File: src/rtl/nbs_pkg.sv
package nbs_pkg;
  typedef enum logic [2:0] {
    OP_LSH  = 3'd0,
    OP_ASH  = 3'd1,
    OP_NORM = 3'd2,
    OP_DNRM = 3'd3,
    OP_EXP  = 3'd4,
    OP_BEXP = 3'd5
  } nbs_op_e;
endpackage

File: src/rtl/nbs_sign_count.sv
module nbs_sign_count #(
  parameter int DW = 16,
  localparam int CW = $clog2(DW)
) (
  input  logic [DW-1:0] d_i,
  output logic [CW-1:0] cnt_o
);
  logic run;
  always_comb begin
    cnt_o = '0;
    run   = 1'b1;
    for (int i = DW-2; i >= 0; i--) begin
      if (run && (d_i[i] == d_i[DW-1])) cnt_o = cnt_o + CW'(1);
      else run = 1'b0;
    end
  end
endmodule

File: src/rtl/nbs_shift_core.sv
module nbs_shift_core #(
  parameter int DW = 16,
  localparam int RW = 2*DW,
  localparam int SW = $clog2(RW) + 1
) (
  input  logic [DW-1:0] data_i,
  input  logic          hi_sel_i,
  input  logic          arith_i,
  input  logic          left_i,
  input  logic [SW-1:0] mag_i,
  output logic [RW-1:0] res_o
);
  logic [RW-1:0]   field;
  logic [2*RW-1:0] wide;

  always_comb begin
    if (hi_sel_i) field = {data_i, {DW{1'b0}}};
    else          field = {{DW{arith_i & data_i[DW-1]}}, data_i};
    // double-width so a full-width shift clears or sign-fills cleanly
    if (left_i) wide = {{RW{1'b0}}, field} << mag_i;
    else        wide = {{RW{arith_i & field[RW-1]}}, field} >> mag_i;
    res_o = wide[RW-1:0];
  end
endmodule

File: src/rtl/nbs_blk_exp.sv
module nbs_blk_exp #(
  parameter int CW = 4
) (
  input  logic          clk_i,
  input  logic          rst_ni,
  input  logic          clr_i,
  input  logic          upd_i,
  input  logic [CW-1:0] exp_i,
  output logic [CW-1:0] blk_o
);
  always_ff @(posedge clk_i or negedge rst_ni) begin
    if (!rst_ni)                   blk_o <= '1;
    else if (clr_i)                blk_o <= '1;
    else if (upd_i && exp_i < blk_o) blk_o <= exp_i;
  end


  blk_mono_chk: assert property (@(posedge clk_i) disable iff (!rst_ni)
    !clr_i |=> blk_o <= $past(blk_o));

  blk_clr_chk: assert property (@(posedge clk_i) disable iff (!rst_ni)
    clr_i |=> blk_o == '1);
endmodule

File: src/rtl/norm_shifter.sv
module norm_shifter
  import nbs_pkg::*;
#(
  parameter int DW = 16,
  localparam int RW = 2*DW,
  localparam int SW = $clog2(RW) + 1,
  localparam int CW = $clog2(DW)
) (
  input  logic          clk_i,
  input  logic          rst_ni,
  input  logic          valid_i,
  input  logic [2:0]    op_i,
  input  logic [DW-1:0] data_i,
  input  logic [SW-1:0] shamt_i,
  input  logic          hi_sel_i,
  input  logic          blk_clr_i,
  output logic [RW-1:0] result_o,
  output logic [CW-1:0] exp_o,
  output logic [CW-1:0] blk_exp_o
);
  logic [CW-1:0] cnt;
  logic [RW-1:0] shf;
  logic [SW-1:0] amt_mag;
  logic          amt_neg, arith, left;
  logic [SW-1:0] mag;
  logic          res_we, exp_we, blk_upd;

  nbs_sign_count #(.DW(DW)) u_cnt (.d_i(data_i), .cnt_o(cnt));

  assign amt_neg = shamt_i[SW-1];
  assign amt_mag = amt_neg ? (~shamt_i + 1'b1) : shamt_i;

  always_comb begin
    arith   = 1'b1;
    left    = !amt_neg;
    mag     = amt_mag;
    res_we  = 1'b0;
    exp_we  = 1'b0;
    blk_upd = 1'b0;
    unique case (op_i)
      OP_LSH:  begin arith = 1'b0; res_we = 1'b1; end
      OP_ASH:  res_we = 1'b1;
      OP_NORM: begin left = 1'b1; mag = SW'(cnt); res_we = 1'b1; exp_we = 1'b1; end
      OP_DNRM: begin left = amt_neg; res_we = 1'b1; end
      OP_EXP:  exp_we = 1'b1;
      OP_BEXP: begin exp_we = 1'b1; blk_upd = 1'b1; end
      default: ;
    endcase
  end

  nbs_shift_core #(.DW(DW)) u_core (
    .data_i(data_i), .hi_sel_i(hi_sel_i), .arith_i(arith),
    .left_i(left), .mag_i(mag), .res_o(shf)
  );

  always_ff @(posedge clk_i or negedge rst_ni) begin
    if (!rst_ni) begin
      result_o <= '0;
      exp_o    <= '0;
    end else if (valid_i) begin
      if (res_we) result_o <= shf;
      if (exp_we) exp_o    <= cnt;
    end
  end

  nbs_blk_exp #(.CW(CW)) u_blk (
    .clk_i(clk_i), .rst_ni(rst_ni), .clr_i(blk_clr_i),
    .upd_i(valid_i && blk_upd), .exp_i(cnt), .blk_o(blk_exp_o)
  );


  hold_chk: assert property (@(posedge clk_i) disable iff (!rst_ni)
    !valid_i |=> $stable(result_o) && $stable(exp_o));

  exp_max_chk: assert property (@(posedge clk_i) disable iff (!rst_ni)
    (valid_i && op_i == OP_EXP && (data_i == '0 || data_i == '1)) |=> exp_o == CW'(DW-1));

  norm_top_chk: assert property (@(posedge clk_i) disable iff (!rst_ni)
    (valid_i && op_i == OP_NORM && hi_sel_i && data_i != '0 && data_i != '1)
      |=> result_o[RW-1] != result_o[RW-2]);

  blk_min_chk: assert property (@(posedge clk_i) disable iff (!rst_ni)
    (valid_i && op_i == OP_BEXP && !blk_clr_i) |=> blk_exp_o <= exp_o);
endmodule

File: config.mk
export PLATFORM = sky130hd
export DESIGN_NAME = norm_shifter
export DESIGN_NICKNAME = d
export VERILOG_FILES = /design/src/rtl/nbs_pkg.sv /design/src/rtl/nbs_sign_count.sv /design/src/rtl/nbs_shift_core.sv /design/src/rtl/nbs_blk_exp.sv /design/src/rtl/norm_shifter.sv
export SDC_FILE = /design/constraint.sdc
export NUM_CORES = 1
export LEC_CHECK = 0
export BUFFER_PORTS_ARGS = -buffer_cell sky130_fd_sc_hd__buf_2
export CAP_MARGIN = 20
export CORE_MARGIN = 3
export CORE_UTILIZATION = 63
export CTS_BUF_LIST = sky130_fd_sc_hd__clkbuf_16
export DETAILED_ROUTE_END_ITERATION = 12
export PLACE_DENSITY_LB_ADDON = 0.08
export RECOVER_POWER = 100
export SYNTH_ARGS = -nofsm -noshare
export SYNTH_HDL_FRONTEND = slang
export SYNTH_SLANG_ARGS = --single-unit
File: constraint.sdc
create_clock -name clk_i -period 2 [get_ports clk_i]
set_input_delay 0.5 -clock clk_i [delete_from_list [all_inputs] [get_ports clk_i]]
set_output_delay 0.5 -clock clk_i [all_outputs]
set_load 0.05 [all_outputs]
==> summary.md, run 1 <==
| Metric | Value |
|---|---|
| H-tree Lvls | 2 |
| Clock buffer depth | 2 |
| Register bit total from synthesis | 40 |
| Commonest cells post-synth | nand2_1 (146), nor2_1 (111), a21oi_1 (85) |
| Top Ports | 70 |
| Sink Count | 40 |
| Die W | 116 um |
| I/O Buffers | 69 |
| Top cell type's share of synthesized area | 0.117 |
| Hold_buf cts | 0 |
| Dominant cell type by area after synthesis | dfrtp_1 |
| FFs w/ async S/R, synth | 1.00 |
| Error | [ERROR DPL-0038] Utilization greater than 100%, impossible to legalize |
| Post-synth top flop | dfrtp_1 |
| CTS buffer count | 5 |
| Die Ht | 116 um |
| Number of synthesized flops with an enable pin | 0 |
| Site Rows | 39 |
| Root Buffer | clkbuf_16 |
| Yosys warning count | 0 |
| Gpl congestion | 1.26 |
| DP HPWL | 31700 um |
| Cells after synthesis | 1123 |
| Sequential-to-total area share from yosys stat | 0.131 |
| Cell Area, Synth | 7670 um^2 |
| Post-CTS setup buffer count | 32 |
| Post-CTS Resized | 161 |
| Fail Step | clock tree synthesis |
| Most common cell in the synthesized netlist | nand2_1 |
| Synth Area per Inst | 6.83 um^2 |
| Top cells by area, synth | dfrtp_1 (12%), mux2i_1 (8.5%), nand2_1 (7.1%) |
| Syn nets | 1169 |
| Yosys cell types | 88 |
| Status | did not finish |
| Starting density of the core | 0.658 |
-- stage by stage --
| step | worst slack (ns) | std cells | setup TNS [ns] | hold WS (ns) | instance area, um^2 |
|---|---|---|---|---|---|
| after detailed placement | -8.63 | 1618 | -322.01 | 0.480 | 10900 |
| after global placement | -7.80 | 1618 | -294.83 | 0.466 | 10900 |
| after floorplan | -7.72 | 1123 | -290.71 | 0.204 | 8040 |
-- logic make-up after synthesis --
| logic type | count (synthesis) | share of synthesized area |
|---|---|---|
| flip-flops | 40 | 0.131 |
| XOR/XNOR | 13 | 0.0204 |
| AND/OR/NAND/NOR | 429 | 0.262 |
| AO/OA/AOI/OAI | 417 | 0.370 |
| multiplexers | 88 | 0.123 |
| buffers and inverters | 120 | 0.0675 |
| adder cells (fa/ha/maj) | 16 | 0.0261 |
==> run 2, diff against run 1 <==
--- a/config.mk
+++ b/config.mk
@@ -8,10 +8,9 @@
 export BUFFER_PORTS_ARGS = -buffer_cell sky130_fd_sc_hd__buf_2
 export CAP_MARGIN = 20
 export CORE_MARGIN = 3
-export CORE_UTILIZATION = 63
-export CTS_BUF_LIST = sky130_fd_sc_hd__clkbuf_16
+export CORE_UTILIZATION = 40
 export DETAILED_ROUTE_END_ITERATION = 12
-export PLACE_DENSITY_LB_ADDON = 0.08
+export PLACE_DENSITY_LB_ADDON = 0.15
 export RECOVER_POWER = 100
 export SYNTH_ARGS = -nofsm -noshare
 export SYNTH_HDL_FRONTEND = slang
==> run 2 against run 1 <==
Effect of this change: the flow now finishes, with violations (negative setup slack); synthesized area unchanged; synthesized cell count unchanged.
==> summary.md, run 2 <==
| Metric | Value |
|---|---|
| Status | finished with violations |
| Failing checks | negative setup slack |
| FF+latch area | 1010 um^2 |
| FFs w/ async S/R, synth | 1.00 |
| Critical Path Source Type | input port |
| Residual DRC | 0 |
| CTS tree | done |
| Sequential-to-total area share from yosys stat | 0.131 |
| Max rail drop VDD | 0.000485 V |
| Area grow syn2layout | 71.7% |
| Per-cell routed wire length | 22.6 um |
| Die W | 145 um |
| Worst-Margin Slew | 1.09 ns |
| DRT iter0 DRCs | 1308 |
| Worst path bufs/invs | 6 |
| Dominant cell type by area after synthesis | dfrtp_1 |
| Worst EP required | 2.19 ns |
| Top Ports | 70 |
| Fin. Hold Viols | 0 |
| Fillers | 1643 |
| Hold_buf cts | 0 |
| Cells after synthesis | 1123 |
| Hold Path Class | input port to register |
| Reg2reg end | u_blk.blk_o[1]$_DFFE_PN1P_ |
| H-tree Lvls | 2 |
| Die Ht | 145 um |
| ANT nets after route | 0 |
| Reg with most FFs | result_o |
| Top cells by area, synth | dfrtp_1 (12%), mux2i_1 (8.5%), nand2_1 (7.1%) |
| CP max FO | 6 |
| P_leak | 0.00589 uW |
| Top cell type's share of synthesized area | 0.117 |
| Cell family with most CP delay | compound AO/OA/AOI/OAI gates |
| Hold path depth | 2 |
| Vias | 11381 |
| Register bit total from synthesis | 40 |
| Synth Area per Inst | 6.83 um^2 |
| Fmax | 101 MHz |
| DP HPWL | 30800 um |
| Crit path max-delay cell type | or3_4 |
| Setup violations, final | 40 |
| Critical path class | input port to register |
| Worst setup EP type | register |
| Post-synth top flop | dfrtp_1 |
| Max-cap violation count | 0 |
| Pwr dens | 556 nW/um^2 |
| Worst r2r src | u_blk.blk_o[1]$_DFFE_PN1P_ |
| Yosys cell types | 88 |
| Cell Area, Synth | 7670 um^2 |
| CTS buffer count | 5 |
| Top cell by count, worst path | ha_1 |
| Post-route clock period utilization | 4.95 |
| Yosys warning count | 0 |
| RSZ-0062 raised after global routing | true |
| Site Rows | 50 |
| I/O Buffers | 69 |
| DP Worst Slack | -8.48 ns |
| Critical Path Max Stage Delay | 0.41 ns |
| DR pass1 iterations | 6 |
| CTS clk-pin slew, worst paths | 0.06 ns |
| Power, Total | 7320 uW |
| Commonest cells post-synth | nand2_1 (146), nor2_1 (111), a21oi_1 (85) |
| Skew-Pair Late Insertion Delay | 0.30 ns |
| First-pass GRT wire length | 61700 um |
| Crit path DAT | 10.09 ns |
| Routed wire length | 41100 um |
| Endpoint, Worst Hold | u_blk.blk_o[0]$_DFFE_PN1P_ |
| Pins Over Slew Limit | 0 |
| Final nets | 1626 |
| Syn nets | 1169 |
| Most common cell in the synthesized netlist | nand2_1 |
| Gpl congestion | 1.12 |
| Commonest cells after routing, fill and taps aside | buf_4 (421), nand2_1 (136), nor2_1 (98), a21oi_1 (59), o21ai_0 (48) |
| Largest register FFs | 32 |
| Biggest regs | result_o: 32 flops, exp_o: 4 flops, u_blk.blk_o: 4 flops |
| Sink Count | 40 |
| Number of synthesized flops with an enable pin | 0 |
| Minimum clock period | 9.90 ns |
| Tot GR Track Use | 0.380 |
| Vias in the first global route | 10925 |
| Clock buffer depth | 2 |
| Largest net degree at the start of global routing | 41 |
| Final setup skew | 0.000282 ns |
| R2r setup slk | 0.22 ns |
| Slew headroom | 0.274 |
| Most common cell after layout, fill and taps aside | buf_4 |
| Root Buffer | clkbuf_16 |
| GRT overflow | 0 |
| Antenna violations before repair | 1 |
| Post-layout utilization of the core | 0.702 |
| Routed vias/inst | 6.27 |
| Starting density of the core | 0.409 |
| Die area | 20900 um^2 |
| Reg2Reg Depth | 8 |
| Final Worst Setup Slack | -7.90 ns |
| Core Region | 18800 um^2 |
| ANT cells | 0 |
| Layout cells sized above 1 | 0.467 |
| Area of the multi-input gates | 7310 um^2 |
| Hold wc startpoint | blk_clr_i |
==> run 2: cell counts after synthesis <==
Identical to the previous run, type by type.
==> run 2: where the power goes <==
| part | internal (uW) | total, uW | switching (uW) |
|---|---|---|---|
| clock | 454 | 833 | 378 |
| sequential | 963 | 1060 | 99.1 |
| combinational | 2360 | 5430 | 3070 |
| total | 3780 | 7320 | 3540 |
==> run 2: worst max-delay path by stage <==
stage                          start                  endpoint  cells past startpoint
final                     data_i[14]  result_o[18]$_DFFE_PN0P_                     57
after global placement    data_i[15]   result_o[6]$_DFFE_PN0P_                     53
after CTS                 data_i[15]   result_o[9]$_DFFE_PN0P_                     55
after global routing      data_i[14]  result_o[18]$_DFFE_PN0P_                     57
after detailed placement  data_i[15]   result_o[6]$_DFFE_PN0P_                     53
after floorplan           data_i[15]  result_o[15]$_DFFE_PN0P_                     56
==> run 2: through the flow <==
step           std cells  TNS [ns]  area, um^2  hold WS (ns)
2_1_floorplan       1123   -290.71        8040         0.204
3_3_place_gp        1738   -305.23       11300         0.473
3_5_place_dp        1738   -313.83       11300         0.475
4_1_cts             1797   -289.77       12600         0.156
5_1_grt             1814   -309.83       13200         0.448
6_report            1814   -294.94       13200         0.440
==> run 2: cells by family after synthesis <==
group | count (synthesis) | share of synthesized area
AO/OA/AOI/OAI | 417 | 0.370
buffers and inverters | 120 | 0.0675
multiplexers | 88 | 0.123
AND/OR/NAND/NOR | 429 | 0.262
XOR/XNOR | 13 | 0.0204
adder cells (fa/ha/maj) | 16 | 0.0261
flip-flops | 40 | 0.131
==> run 2: repair_timing <==
action,CTS,global route
resized for setup,174,95
pin swaps,75,73
cloned,4,1
setup endpoints to repair,40,40
buffers inserted,51,17
==> run 2: final cells by class <==
class,count,share of cell area
inverters,25,0.00731
multi-input cells,963,0.555
clock inverters,2,0.000949
clock buffers,5,0.00949
well taps,234,0.0222
flip-flops and latches,40,0.0763
repair buffers,545,0.329
==> run 2: metal layers <==
metal  routed length, um  vias up  track usage  part of all wire
li1                    -     5143            -                 -
met1               17500     5428        0.530              0.43
met2               17800      670        0.582              0.43
met3                4400      138       0.0979              0.11
met4                1360        2        0.104             0.033
met5                  13        -            0           0.00032
==> run 2: worst reg2reg max path, cell delays in order (launching register included) <==
cell and delay (ns):
dfstp_2 0.54, inv_1 0.05, ha_1 0.29, a21oi_1 0.14, nor2b_1 0.06, o21ai_1 0.14
nand3_2 0.17, mux2i_1 0.22, nand2b_1 0.09
No activity file was read; power rests on OpenSTA's default activity.
==> run 3, diff against run 2 <==
--- a/config.mk
+++ b/config.mk
@@ -12,6 +12,9 @@
 export DETAILED_ROUTE_END_ITERATION = 12
 export PLACE_DENSITY_LB_ADDON = 0.15
 export RECOVER_POWER = 100
+export SETUP_SLACK_MARGIN = 0.5
+export SKIP_CTS_REPAIR_TIMING = 1
+export SLEW_MARGIN = 20
 export SYNTH_ARGS = -nofsm -noshare
 export SYNTH_HDL_FRONTEND = slang
 export SYNTH_SLANG_ARGS = --single-unit
==> run 3 against run 2 <==
Effect of this change: the flow still finishes with violations (negative setup slack); sequential share of layout area up 0.17 points; total power down 3.1%; sequential cell count unchanged; critical path type unchanged; largest power group unchanged.
==> summary.md, run 3 (synthesis gave the netlist of run 2 again) <==
| Metric | Value |
|---|---|
| Critical Path Max Stage Delay | 0.40 ns |
| Die Ht | 145 um |
| Status | finished with violations |
| Routed vias/inst | 6.21 |
| Internal power | 3640 uW |
| Crit path DAT | 10.07 ns |
| Failing checks | negative setup slack |
| Fillers | 1628 |
| Fmax | 101 MHz |
| P_leak | 0.00569 uW |
| Reg2reg end | u_blk.blk_o[0]$_DFFE_PN1P_ |
| Critical Path Source Type | input port |
| Tot GR Track Use | 0.354 |
| Cell family with most CP delay | compound AO/OA/AOI/OAI gates |
| Worst path bufs/invs | 6 |
| RSZ-0062 raised after global routing | true |
| Worst setup EP type | register |
| Largest net degree at the start of global routing | 41 |
| Fin. Hold Viols | 0 |
| Slew headroom | 0.285 |
| Area of the multi-input gates | 7340 um^2 |
| Vias in the first global route | 10103 |
| WP depth | 56 |
| Worst-Margin Slew | 1.07 ns |
| Post-layout utilization of the core | 0.687 |
| Biggest regs | result_o: 32 flops, exp_o: 4 flops, u_blk.blk_o: 4 flops |
| Layout cells sized above 1 | 0.461 |
| R2r setup slk | 0.25 ns |
| Final nets | 1601 |
| Final Worst Setup Slack | -7.89 ns |
| Core Region | 18800 um^2 |
| Setup violations, final | 40 |
| Crit path max-delay cell type | or3_4 |
| H-tree Lvls | 2 |
| Max-cap violation count | 0 |
| Die area | 20900 um^2 |
| Hold Path Class | input port to async pin |
| Skew-Pair Late Insertion Delay | 0.30 ns |
| Reg power frac | 0.152 |
| Reg with most FFs | result_o |
| Minimum clock period | 9.89 ns |
| Vias | 11123 |
| Critical path class | input port to register |
| Gpl congestion | 1.04 |
| Top Ports | 70 |
| Final setup skew | 0.000302 ns |
| Net Sw Power | 3450 uW |
| Pwr dens | 550 nW/um^2 |
| Starting density of the core | 0.409 |
| DP HPWL | 30900 um |
| Area grow syn2layout | 67.9% |
| Worst EP required | 2.18 ns |
| Crit path from | data_i[13] |
| Residual DRC | 0 |
| Setup crit end | result_o[6]$_DFFE_PN0P_ |
| Power, Total | 7090 uW |
| Worst r2r src | u_blk.blk_o[1]$_DFFE_PN1P_ |
| Antenna violations before repair | 0 |
| DRT iter0 DRCs | 1044 |
| Largest register FFs | 32 |
| Post-route clock period utilization | 4.95 |
| Pins Over Slew Limit | 0 |
| Max rail drop VDD | 0.000399 V |
| CTS tree | done |
| FF+latch area | 1010 um^2 |
| Routed wire length | 40000 um |
| ANT nets after route | 0 |
| ANT cells | 0 |
| Site Rows | 50 |
| I/O Buffers | 69 |
| Root Buffer | clkbuf_16 |
| CP max FO | 5 |
| DR pass1 iterations | 5 |
| Most common cell after layout, fill and taps aside | buf_4 |
| Die W | 145 um |
| Commonest cells after routing, fill and taps aside | buf_4 (412), nand2_1 (134), nor2_1 (95), a21oi_1 (59), mux2i_1 (44) |
| Sink Count | 40 |
| Reg2Reg Depth | 7 |
| Per-cell routed wire length | 22.4 um |
| Switching Fraction | 0.487 |
| GRT overflow | 0 |
| CTS buffer count | 5 |
| First-pass GRT wire length | 57200 um |
| CTS clk-pin slew, worst paths | 0.07 ns |
| DP Worst Slack | -8.37 ns |
| Clock buffer depth | 2 |
| Proportion of power drawn by the clock network | 0.122 |
| Combinational share of power | 0.726 |
run 3: layout make-up:
type                       count  share of cell area
tap                          234              0.0227
inverter                      25             0.00767
clock buffer                   6              0.0108
clock inverter                 2             0.00117
multi-input combinational    964               0.569
timing repair buffer         519               0.310
sequential                    40              0.0781
run 3: how the worst min path moves through the flow:
stage	startpoint	to	slack [ns]
2_1_floorplan	rst_ni	exp_o[0]$_DFFE_PN0P_	0.20
3_3_place_gp	result_o[21]$_DFFE_PN0P_	result_o[21]$_DFFE_PN0P_	0.47
3_5_place_dp	result_o[21]$_DFFE_PN0P_	result_o[21]$_DFFE_PN0P_	0.47
4_1_cts	rst_ni	result_o[27]$_DFFE_PN0P_	0.28
5_1_grt	blk_clr_i	u_blk.blk_o[2]$_DFFE_PN1P_	0.46
6_report	rst_ni	result_o[27]$_DFFE_PN0P_	0.46
run 3: routing by layer:
layer,track usage,part of all wire,wire (um)
met2,0.542,0.44,17500
met1,0.512,0.43,17400
met3,0.0780,0.11,4260
met5,0,0,0
met4,0.0712,0.021,843
run 3: worst reg2reg max path, cell delays in order (launching register included):
cell     delay [ns]
dfstp_2        0.54
inv_1          0.04
ha_1           0.28
a21oi_1        0.13
nor2b_1        0.08
o21ai_2        0.18
nand3_4        0.14
a211o_1        0.29
run 3: per-stage QoR:
stage               cells  TNS [ns]  area (um^2)  hold WS, ns
floorplan            1123   -290.71         8040        0.204
global placement     1739   -303.09        11300        0.473
detailed placement   1739   -311.10        11300        0.472
CTS                  1747   -299.87        11400        0.279
global route         1790   -310.16        12900        0.460
finish               1790   -293.68        12900        0.459
run 3: power groups by stage:
stage	clock network, uW	logic [uW]	registers [uW]
2_1_floorplan	0	1970	1590
3_3_place_gp	0	4340	1070
3_5_place_dp	0	4340	1070
6_report	867	5150	1070
5_1_grt	913	5400	1090
4_1_cts	888	4360	1060
